File: config.mk
export PLATFORM = sky130hd
export DESIGN_NAME = line_block_cipher
export DESIGN_NICKNAME = d
export VERILOG_FILES = /design/src/rtl/lbc_pkg.sv /design/src/rtl/lbc_hdr_cipher.sv /design/src/rtl/lbc_payload_xor.sv /design/src/rtl/lbc_stage_reg.sv /design/src/rtl/line_block_cipher.sv
export SDC_FILE = /design/constraint.sdc
export NUM_CORES = 1
export LEC_CHECK = 0
export ABC_AREA = 1
export BUFFER_PORTS_ARGS = -buffer_cell sky130_fd_sc_hd__clkbuf_2
export CAP_MARGIN = 25
export CELL_PAD_IN_SITES_DETAIL_PLACEMENT = 1
export CELL_PAD_IN_SITES_GLOBAL_PLACEMENT = 2
export CORE_AREA = 4 4 161 124
export CTS_CLUSTER_DIAMETER = 120
export DETAILED_ROUTE_END_ITERATION = 8
export DIE_AREA = 0 0 165 128
export PLACE_DENSITY_LB_ADDON = 0.1
export REMOVE_ABC_BUFFERS = 1
export SLEW_MARGIN = 30
export SYNTH_ARGS = -nofsm -noshare
export SYNTH_HDL_FRONTEND = slang
export SYNTH_SLANG_ARGS = --single-unit
File: constraint.sdc
create_clock -name clk -period 1.2 [get_ports clk]
set_input_delay 0.12 -clock clk [delete_from_list [all_inputs] [get_ports clk]]
set_output_delay 0.12 -clock clk [all_outputs]
set_load 0.005 [all_outputs]
File: src/rtl/lbc_pkg.sv
package lbc_pkg;

   typedef logic [1:0] hdr_t;

   localparam hdr_t HDR_LO = 2'b01;   // carries mapped value 0
   localparam hdr_t HDR_HI = 2'b10;   // carries mapped value 1

   function automatic logic hdr_legal(input hdr_t h);
      return (h == HDR_LO) || (h == HDR_HI);
   endfunction

   function automatic logic hdr_to_bit(input hdr_t h);
      return (h == HDR_HI);
   endfunction

   function automatic hdr_t bit_to_hdr(input logic b);
      return b ? HDR_HI : HDR_LO;
   endfunction

endpackage

File: src/rtl/lbc_hdr_cipher.sv
module lbc_hdr_cipher
   import lbc_pkg::*;
(
   input  hdr_t hdr_in,
   input  logic ks_bit,
   input  logic enable,
   output hdr_t hdr_out,
   output logic legal
);
   logic mapped;
   logic mixed;

   always_comb begin
      legal  = hdr_legal(hdr_in);
      mapped = hdr_to_bit(hdr_in);
      mixed  = mapped ^ ks_bit;
      if (enable && legal) hdr_out = bit_to_hdr(mixed);
      else                 hdr_out = hdr_in;
   end
endmodule

File: src/rtl/lbc_payload_xor.sv
module lbc_payload_xor #(
   parameter int WIDTH  = 64,
   parameter int LANE_W = 16
) (
   input  logic [WIDTH-1:0] data_in,
   input  logic [WIDTH-1:0] ks_in,
   input  logic             apply,
   output logic [WIDTH-1:0] data_out
);
   localparam int LANES = WIDTH / LANE_W;

   for (genvar g = 0; g < LANES; g++) begin : g_lane
      logic [LANE_W-1:0] mask;
      assign mask = apply ? ks_in[g*LANE_W +: LANE_W] : '0;
      assign data_out[g*LANE_W +: LANE_W] = data_in[g*LANE_W +: LANE_W] ^ mask;
   end
endmodule

File: src/rtl/lbc_stage_reg.sv
module lbc_stage_reg
   import lbc_pkg::*;
#(
   parameter int WIDTH = 64
) (
   input  logic             clk,
   input  logic             rst_n,
   input  logic             d_valid,
   input  hdr_t             d_hdr,
   input  logic [WIDTH-1:0] d_payload,
   input  logic             d_err,
   output logic             q_valid,
   output hdr_t             q_hdr,
   output logic [WIDTH-1:0] q_payload,
   output logic             q_err
);
   always_ff @(posedge clk) begin
      if (!rst_n) begin
         q_valid   <= 1'b0;
         q_hdr     <= '0;
         q_payload <= '0;
         q_err     <= 1'b0;
      end else begin
         q_valid <= d_valid;
         q_err   <= d_valid & d_err;
         if (d_valid) begin
            q_hdr     <= d_hdr;
            q_payload <= d_payload;
         end
      end
   end
endmodule

File: src/rtl/line_block_cipher.sv
module line_block_cipher
   import lbc_pkg::*;
#(
   parameter int PAYLOAD_W = 64,
   parameter int LANE_W    = 16
) (
   input  logic                 clk,
   input  logic                 rst_n,
   input  logic                 in_valid,
   input  logic [1:0]           in_hdr,
   input  logic [PAYLOAD_W-1:0] in_payload,
   input  logic [PAYLOAD_W-1:0] ks_data,
   input  logic                 ks_sync,
   input  logic                 cipher_en,
   output logic                 ks_advance,
   output logic                 out_valid,
   output logic [1:0]           out_hdr,
   output logic [PAYLOAD_W-1:0] out_payload,
   output logic                 out_hdr_err
);
   if (PAYLOAD_W < 1 || LANE_W < 1) begin : g_bad_width
      $error("line_block_cipher: widths must be positive");
   end
   if (PAYLOAD_W % LANE_W != 0) begin : g_bad_lane
      $error("line_block_cipher: PAYLOAD_W must be a multiple of LANE_W");
   end

   hdr_t                 hdr_c;
   logic                 hdr_ok;
   logic                 do_cipher;
   logic [PAYLOAD_W-1:0] pl_c;

   assign do_cipher  = in_valid & cipher_en & hdr_ok;
   assign ks_advance = do_cipher;

   lbc_hdr_cipher u_hdr (
      .hdr_in  (in_hdr),
      .ks_bit  (ks_sync),
      .enable  (cipher_en),
      .hdr_out (hdr_c),
      .legal   (hdr_ok)
   );

   lbc_payload_xor #(.WIDTH(PAYLOAD_W), .LANE_W(LANE_W)) u_pl (
      .data_in  (in_payload),
      .ks_in    (ks_data),
      .apply    (cipher_en & hdr_ok),
      .data_out (pl_c)
   );

   lbc_stage_reg #(.WIDTH(PAYLOAD_W)) u_reg (
      .clk       (clk),
      .rst_n     (rst_n),
      .d_valid   (in_valid),
      .d_hdr     (hdr_c),
      .d_payload (pl_c),
      .d_err     (~hdr_ok),
      .q_valid   (out_valid),
      .q_hdr     (out_hdr),
      .q_payload (out_payload),
      .q_err     (out_hdr_err)
   );
endmodule

# Word-level counts from Yosys, hierarchy flattened
# Cells that the tools add are included.
word_totals:
  regBits: 68
  wordCells: 24
  in_bits: 135
  out_inout_bits: 69
op_classes:
  n_eq_ne: 2
  bitwise: 10
  n_reduce_logical: 2
  muxes: 6
ops:
  columns: ["op", "count"]
  rows:
  - ["16-bit two-way mux", 4]
  - ["16-bit XOR", 4]
  - ["1-bit AND", 4]
  - ["2-bit two-way mux", 2]
  - ["2-bit by 1-bit == test with 1-bit output (second input constant)", 1]
  - ["2-bit == test (second input constant)", 1]
  - ["1-bit logical AND", 1]
  - ["1-bit logical OR", 1]
  - ["1-bit NOT", 1]
  - ["1-bit XOR", 1]

# Longest topological paths before layout
logic_depth:
  word_depth: 5
  mapped_depth: 8
  ltp_nobuf: 8

# Cells and area by module
# From an unflattened synthesis, not the netlist that was laid out.
hier_totals:
  hier_cells: 781
  hier_area_um2: 4325.4
modules_own_cells:
  columns: ["mod", "cells_each", "area_each_um2", "instances", "seq_area_each_um2"]
  rows:
  - ["lbc_stage_reg", 424, 2791.4, 1, 1361.3]
  - ["lbc_payload_xor", 334, 1431.4, 1, 0.0]
  - ["lbc_hdr_cipher", 18, 81.3, 1, 0.0]
  - ["line_block_cipher", 5, 21.3, 1, 0.0]

# Worst setup path before layout
# No wires, ideal clock.
synth_timing:
  kind: "input -> register"
  startpoint: "input port in_hdr[0]"
  endpoint: "register u_reg.q_payload[13]"
  cell_stages: 8
  slack_ps: -20
  setup_time_ps: 130
  required_time_ps: 1070
  arrival_ps: 1089
  path_buffers: 2
  cell_sequence: "inv_1 > ha_1 > nor2_2 > buf_4 > buf_2 > nand2_1 > nand2_1 > a31oi_1"
synth_between:
  elab_chain_cells: 5
  elab_cells_between_ends: 6
  cone_classes: "2 x eq/ne; 1 x mux; 2 x bitwise; 1 x reduce/logical"
synth_rtl:
  columns: ["element", "line", "source"]
  rows:
  - ["start, declared", "line_block_cipher.sv:10", "input logic [1:0] in_hdr,"]
  - ["2-bit by 1-bit == test with 1-bit output / 2-bit == test (equally long branches)", "lbc_pkg.sv:9", "return (h == HDR_LO) || (h == HDR_HI);"]
  - ["1-bit logical OR (*)", "lbc_pkg.sv:9", null]
  - ["1-bit AND (*)", "line_block_cipher.sv:47", ".apply (cipher_en & hdr_ok),"]
  - ["16-bit two-way mux (*)", "lbc_payload_xor.sv:14", "assign mask = apply ? ks_in[g*LANE_W +: LANE_W] : '0;"]
  - ["16-bit XOR (*)", "lbc_payload_xor.sv:15", "assign data_out[g*LANE_W +: LANE_W] = data_in[g*LANE_W +: LANE_W] ^ mask;"]
  - ["end signal, assigned", "lbc_stage_reg.sv:28", "q_payload <= d_payload;"]
  - ["end, declared", "lbc_stage_reg.sv:14", "output logic [WIDTH-1:0] q_payload,"]
# Every way passes the cells marked *; elsewhere a longest branch is shown, timed or not.
# A chain may end at the register's enable or synchronous reset.

# Worst setup path after layout
layout_timing:
  startpoint: "input port in_hdr[0]"
  endpoint: "register u_reg.q_payload[9]"
# The elaborated chain is that of the path after synthesis.

==> implementation parameters <==
Parameter                              Value

Outcome
  Run status    finished clean

Run
  MaxCap Viol Count    0

Place
  Cells after DPL    943
  Minimum setup slack after placement    -0.300 ns
  Global placer's final weighted congestion    0.747
  PortBufs    203
  Detailed Place HPWL    11.3 mm

Route
  DR pass1 iterations    5
  Count of antenna-violating nets left after detailed routing    0
  Vias per cell    4.37
  # DRC    0
  Starting DRC count in detailed routing    199
  Vias post-DR    4,200
  Wire length per cell after detailed routing    15.2 um
  Post-Route WL    14.7 mm

Global routing
  Gr ovfl total    0
  Global-route total usage across every layer    13.7%
  Vias in the first global route    4,488
  Maximum number of pins on one net before global-route repair    49
  First-pass GRT wire length    22.7 mm
  Initial antenna violation count    0

Synthesis
  Netlist area before placement    3420 um2
  Number of distinct library cell variants in the gate-level netlist after synthesis    15
  Primary FF master, synth    sky130_fd_sc_hd__dfxtp_1
  Proportion of synthesized flip-flops having asynchronous set or reset    0%
  Top cells by count, synth    sky130_fd_sc_hd__nand2_1 (135), sky130_fd_sc_hd__inv_1 (74), sky130_fd_sc_hd__dfxtp_1 (68)
  EDFF count, synth    0
  Area fraction of the dominant cell type after synthesis    39.8%
  Synthesized flop and latch total    68
  Most common cell in the netlist    sky130_fd_sc_hd__nand2_1
  Cells after Synth    515
  Cells taking the most area after synthesis    sky130_fd_sc_hd__dfxtp_1 (40%), sky130_fd_sc_hd__nand2_1 (15%), sky130_fd_sc_hd__a31oi_1 (12%)
  Synthesized area per cell    6.65 um2
  Seq/Total Area, Yosys    39.8%
  Total number of yosys warnings    0
  Area leader, netlist    sky130_fd_sc_hd__dfxtp_1

Floorplanning
  Die Outline Area    21,100 um2
  Effective utilization at floorplan    18.7%
  Horiz. Die Dim    165 um
  Std cell rows    43
  Core Area    18,300 um2
  DIE HEIGHT    128 um
  I/O pin count    204

Clocking
  Skew-Pair Late Insertion Delay    0.34 ns
  Clock transition at the register clock pins on the worst setup and hold paths after CTS    0.06 ns
  Hold-fix buffers, CTS    0
  Level count of the clock H-tree    3
  Number of clock sinks    68
  Cell at the root of the clock tree    sky130_fd_sc_hd__clkbuf_16
  Total clock buffers created by CTS    9
  CTS tree    yes
  Maximum root-to-sink buffer count    2

Worst setup path
  Register-to-register path setup slack    0.52 ns
  Reg-to-Reg Start    u_reg.q_payload[17]$_SDFFE_PN0P_
  Kind of launch point of the worst setup path    input port
  Crit-path cells    clkbuf_2, inv_1, ha_1, nor2_4, buf_6, buf_12, nand3_1, a31oi_1
  Crit path max-delay cell type    sky130_fd_sc_hd__ha_1
  Kind of cell adding the most delay to the critical path    buffers and inverters
  Crit path DAT    1.36 ns
  Register-to-Register Path Depth    2
  Worst-path maximum fanout    24
  Critical R2R Capture    u_reg.q_payload[17]$_SDFFE_PN0P_
  Combined buffer and inverter count along the critical path    4
  Worst EP required    1.46 ns
  Delay contributed by the slowest stage of the critical path    0.33 ns
  Type of the worst setup path    input port to flip-flop
  Endpoint type of the worst setup path    flip-flop

Finish
  Fill cells    2,336
  Total number of nets in the final design    847
  Total area of sequential cells    1360 um2
  Area of the multi-input gates    1610 um2
  Share of cells above drive strength 1    32.7%
  Layout overhead on the synthesized area    47.8%
  Antenna cells    0
  Non-filler instance count after layout    962

Timing
  RSZ-0062 raised after global routing    false
  Final worst-path cycle share    90.9%
  Final hold violation count    0
  Timing-limited maximum frequency    0.917 GHz
  Worst slew slack as a fraction of its limit    81.0%
  Post-route setup slack    0.109 ns
  Crit path time final    1.09 ns
  Pins over their slew limit    0
  Actual transition at the worst max-transition pin    0.284 ns
  Final setup violating endpoints    0
  Max Clock Skew    0 ns

Worst hold path
  Hold path start    in_payload[10]
  Hold Path Stages    3
  Hold/Removal Path Class    input port to flip-flop
  Hold Crit Endpoint    u_reg.q_payload[10]$_SDFFE_PN0P_

Power and ir drop
  VDD IR-drop max    0.000558 V
  Leak Pwr    2.62 nW
  Power per cell area    1230 nW/um2
-- stage by stage --
stage	area [um2]	hold WS (ns)	total power, mW	util [%]	TNS, ns
after global routing	5060	0.0230	6.63	27.6	0
after global placement	4740	0.371	3.70	25.8	-13.08
after floorplan	3240	0.230	3.00	-	-138.50
final	5060	0.0251	6.24	27.6	0
after detailed placement	4740	0.382	3.75	25.8	-15.66
after CTS	5010	0.00976	6.38	27.3	0
-- cells by family (layout without fill, tap and decap cells) --
family | Yosys count | count (layout) | synth area share (%)
flops | 68 | 68 | 39.8
simple gates | 207 | 207 | 25.2
fa+ha+maj | 1 | 1 | 0.365
compound gates | 130 | 130 | 21.3
buf+inv | 109 | 309 | 13.4
-- final cells by class --
| class | instances | area share [%] |
|---|---|---|
| Clock buffer | 13 | 5.14 |
| Clock inverter | 2 | 0.198 |
| Inverter | 74 | 5.49 |
| Multi-Input combinational cell | 338 | 31.8 |
| Sequential cell | 68 | 26.9 |
| Tap cell | 247 | 6.10 |
| Timing Repair Buffer | 220 | 24.4 |
-- power by group --
| part | total [mW] | leakage, nW | switching [mW] | internal (mW) |
|---|---|---|---|---|
| clock network | 2.53 | 0.135 | 1.03 | 1.50 |
| registers | 2.52 | 0.565 | 0.0899 | 2.43 |
| logic | 1.19 | 1.92 | 0.659 | 0.535 |
-- worst max-delay path by stage --
stage	startpoint	slack (ns)	endpoint	cells past startpoint
final	in_hdr[0]	0.11	u_reg.q_payload[9]$_SDFFE_PN0P_	8
after global routing	in_hdr[0]	0.008	u_reg.q_payload[54]$_SDFFE_PN0P_	8
after CTS	in_hdr[0]	0.05	u_reg.q_payload[8]$_SDFFE_PN0P_	7
after detailed placement	in_hdr[0]	-0.30	u_reg.q_payload[8]$_SDFFE_PN0P_	7
after global placement	in_hdr[0]	-0.23	u_reg.q_payload[44]$_SDFFE_PN0P_	7
after floorplan	in_hdr[0]	-2.22	u_reg.q_hdr[0]$_SDFFE_PN0P_	6
-- sequential cells by signal (all words and copies together) (netlist names) --
name / count
u_reg.q_payload: 64
u_reg.q_valid: 1
u_reg.q_err: 1
u_reg.q_hdr: 2
-- worst register-to-register path: stages, from the launching register on --
cell	delay, ns
sky130_fd_sc_hd__dfxtp_1	0.38
sky130_fd_sc_hd__o21ai_0	0.09
sky130_fd_sc_hd__a31oi_1	0.14
-- timing repair --
item	in CTS	in global routing
endpoints found under the setup margin	0	11
resized for setup	0	2
buffers inserted	0	3
-- layout by cell type (no fill, tap or decap), types with 10 or more instances in the layout --
cell and n:
sky130_fd_sc_hd__dfxtp_1 68, sky130_fd_sc_hd__inv_1 74, sky130_fd_sc_hd__buf_4 10, sky130_fd_sc_hd__clkbuf_16 10
sky130_fd_sc_hd__nand2_1 135, sky130_fd_sc_hd__clkbuf_2 202, sky130_fd_sc_hd__o21ai_0 60, sky130_fd_sc_hd__a31oi_1 64
sky130_fd_sc_hd__nand3_1 66
-- per-layer routing --
layer	wire (um)	GRT usage [%]	part of all wire, %	up-vias
met2	6360	21.6	43	136
met5	0	0	0	-
met4	158	3.57	1.1	0
met3	1380	5.50	9.4	10
met1	6760	17.3	46	1958
li1	-	-	-	2096
(Power assumes the default switching activity.)
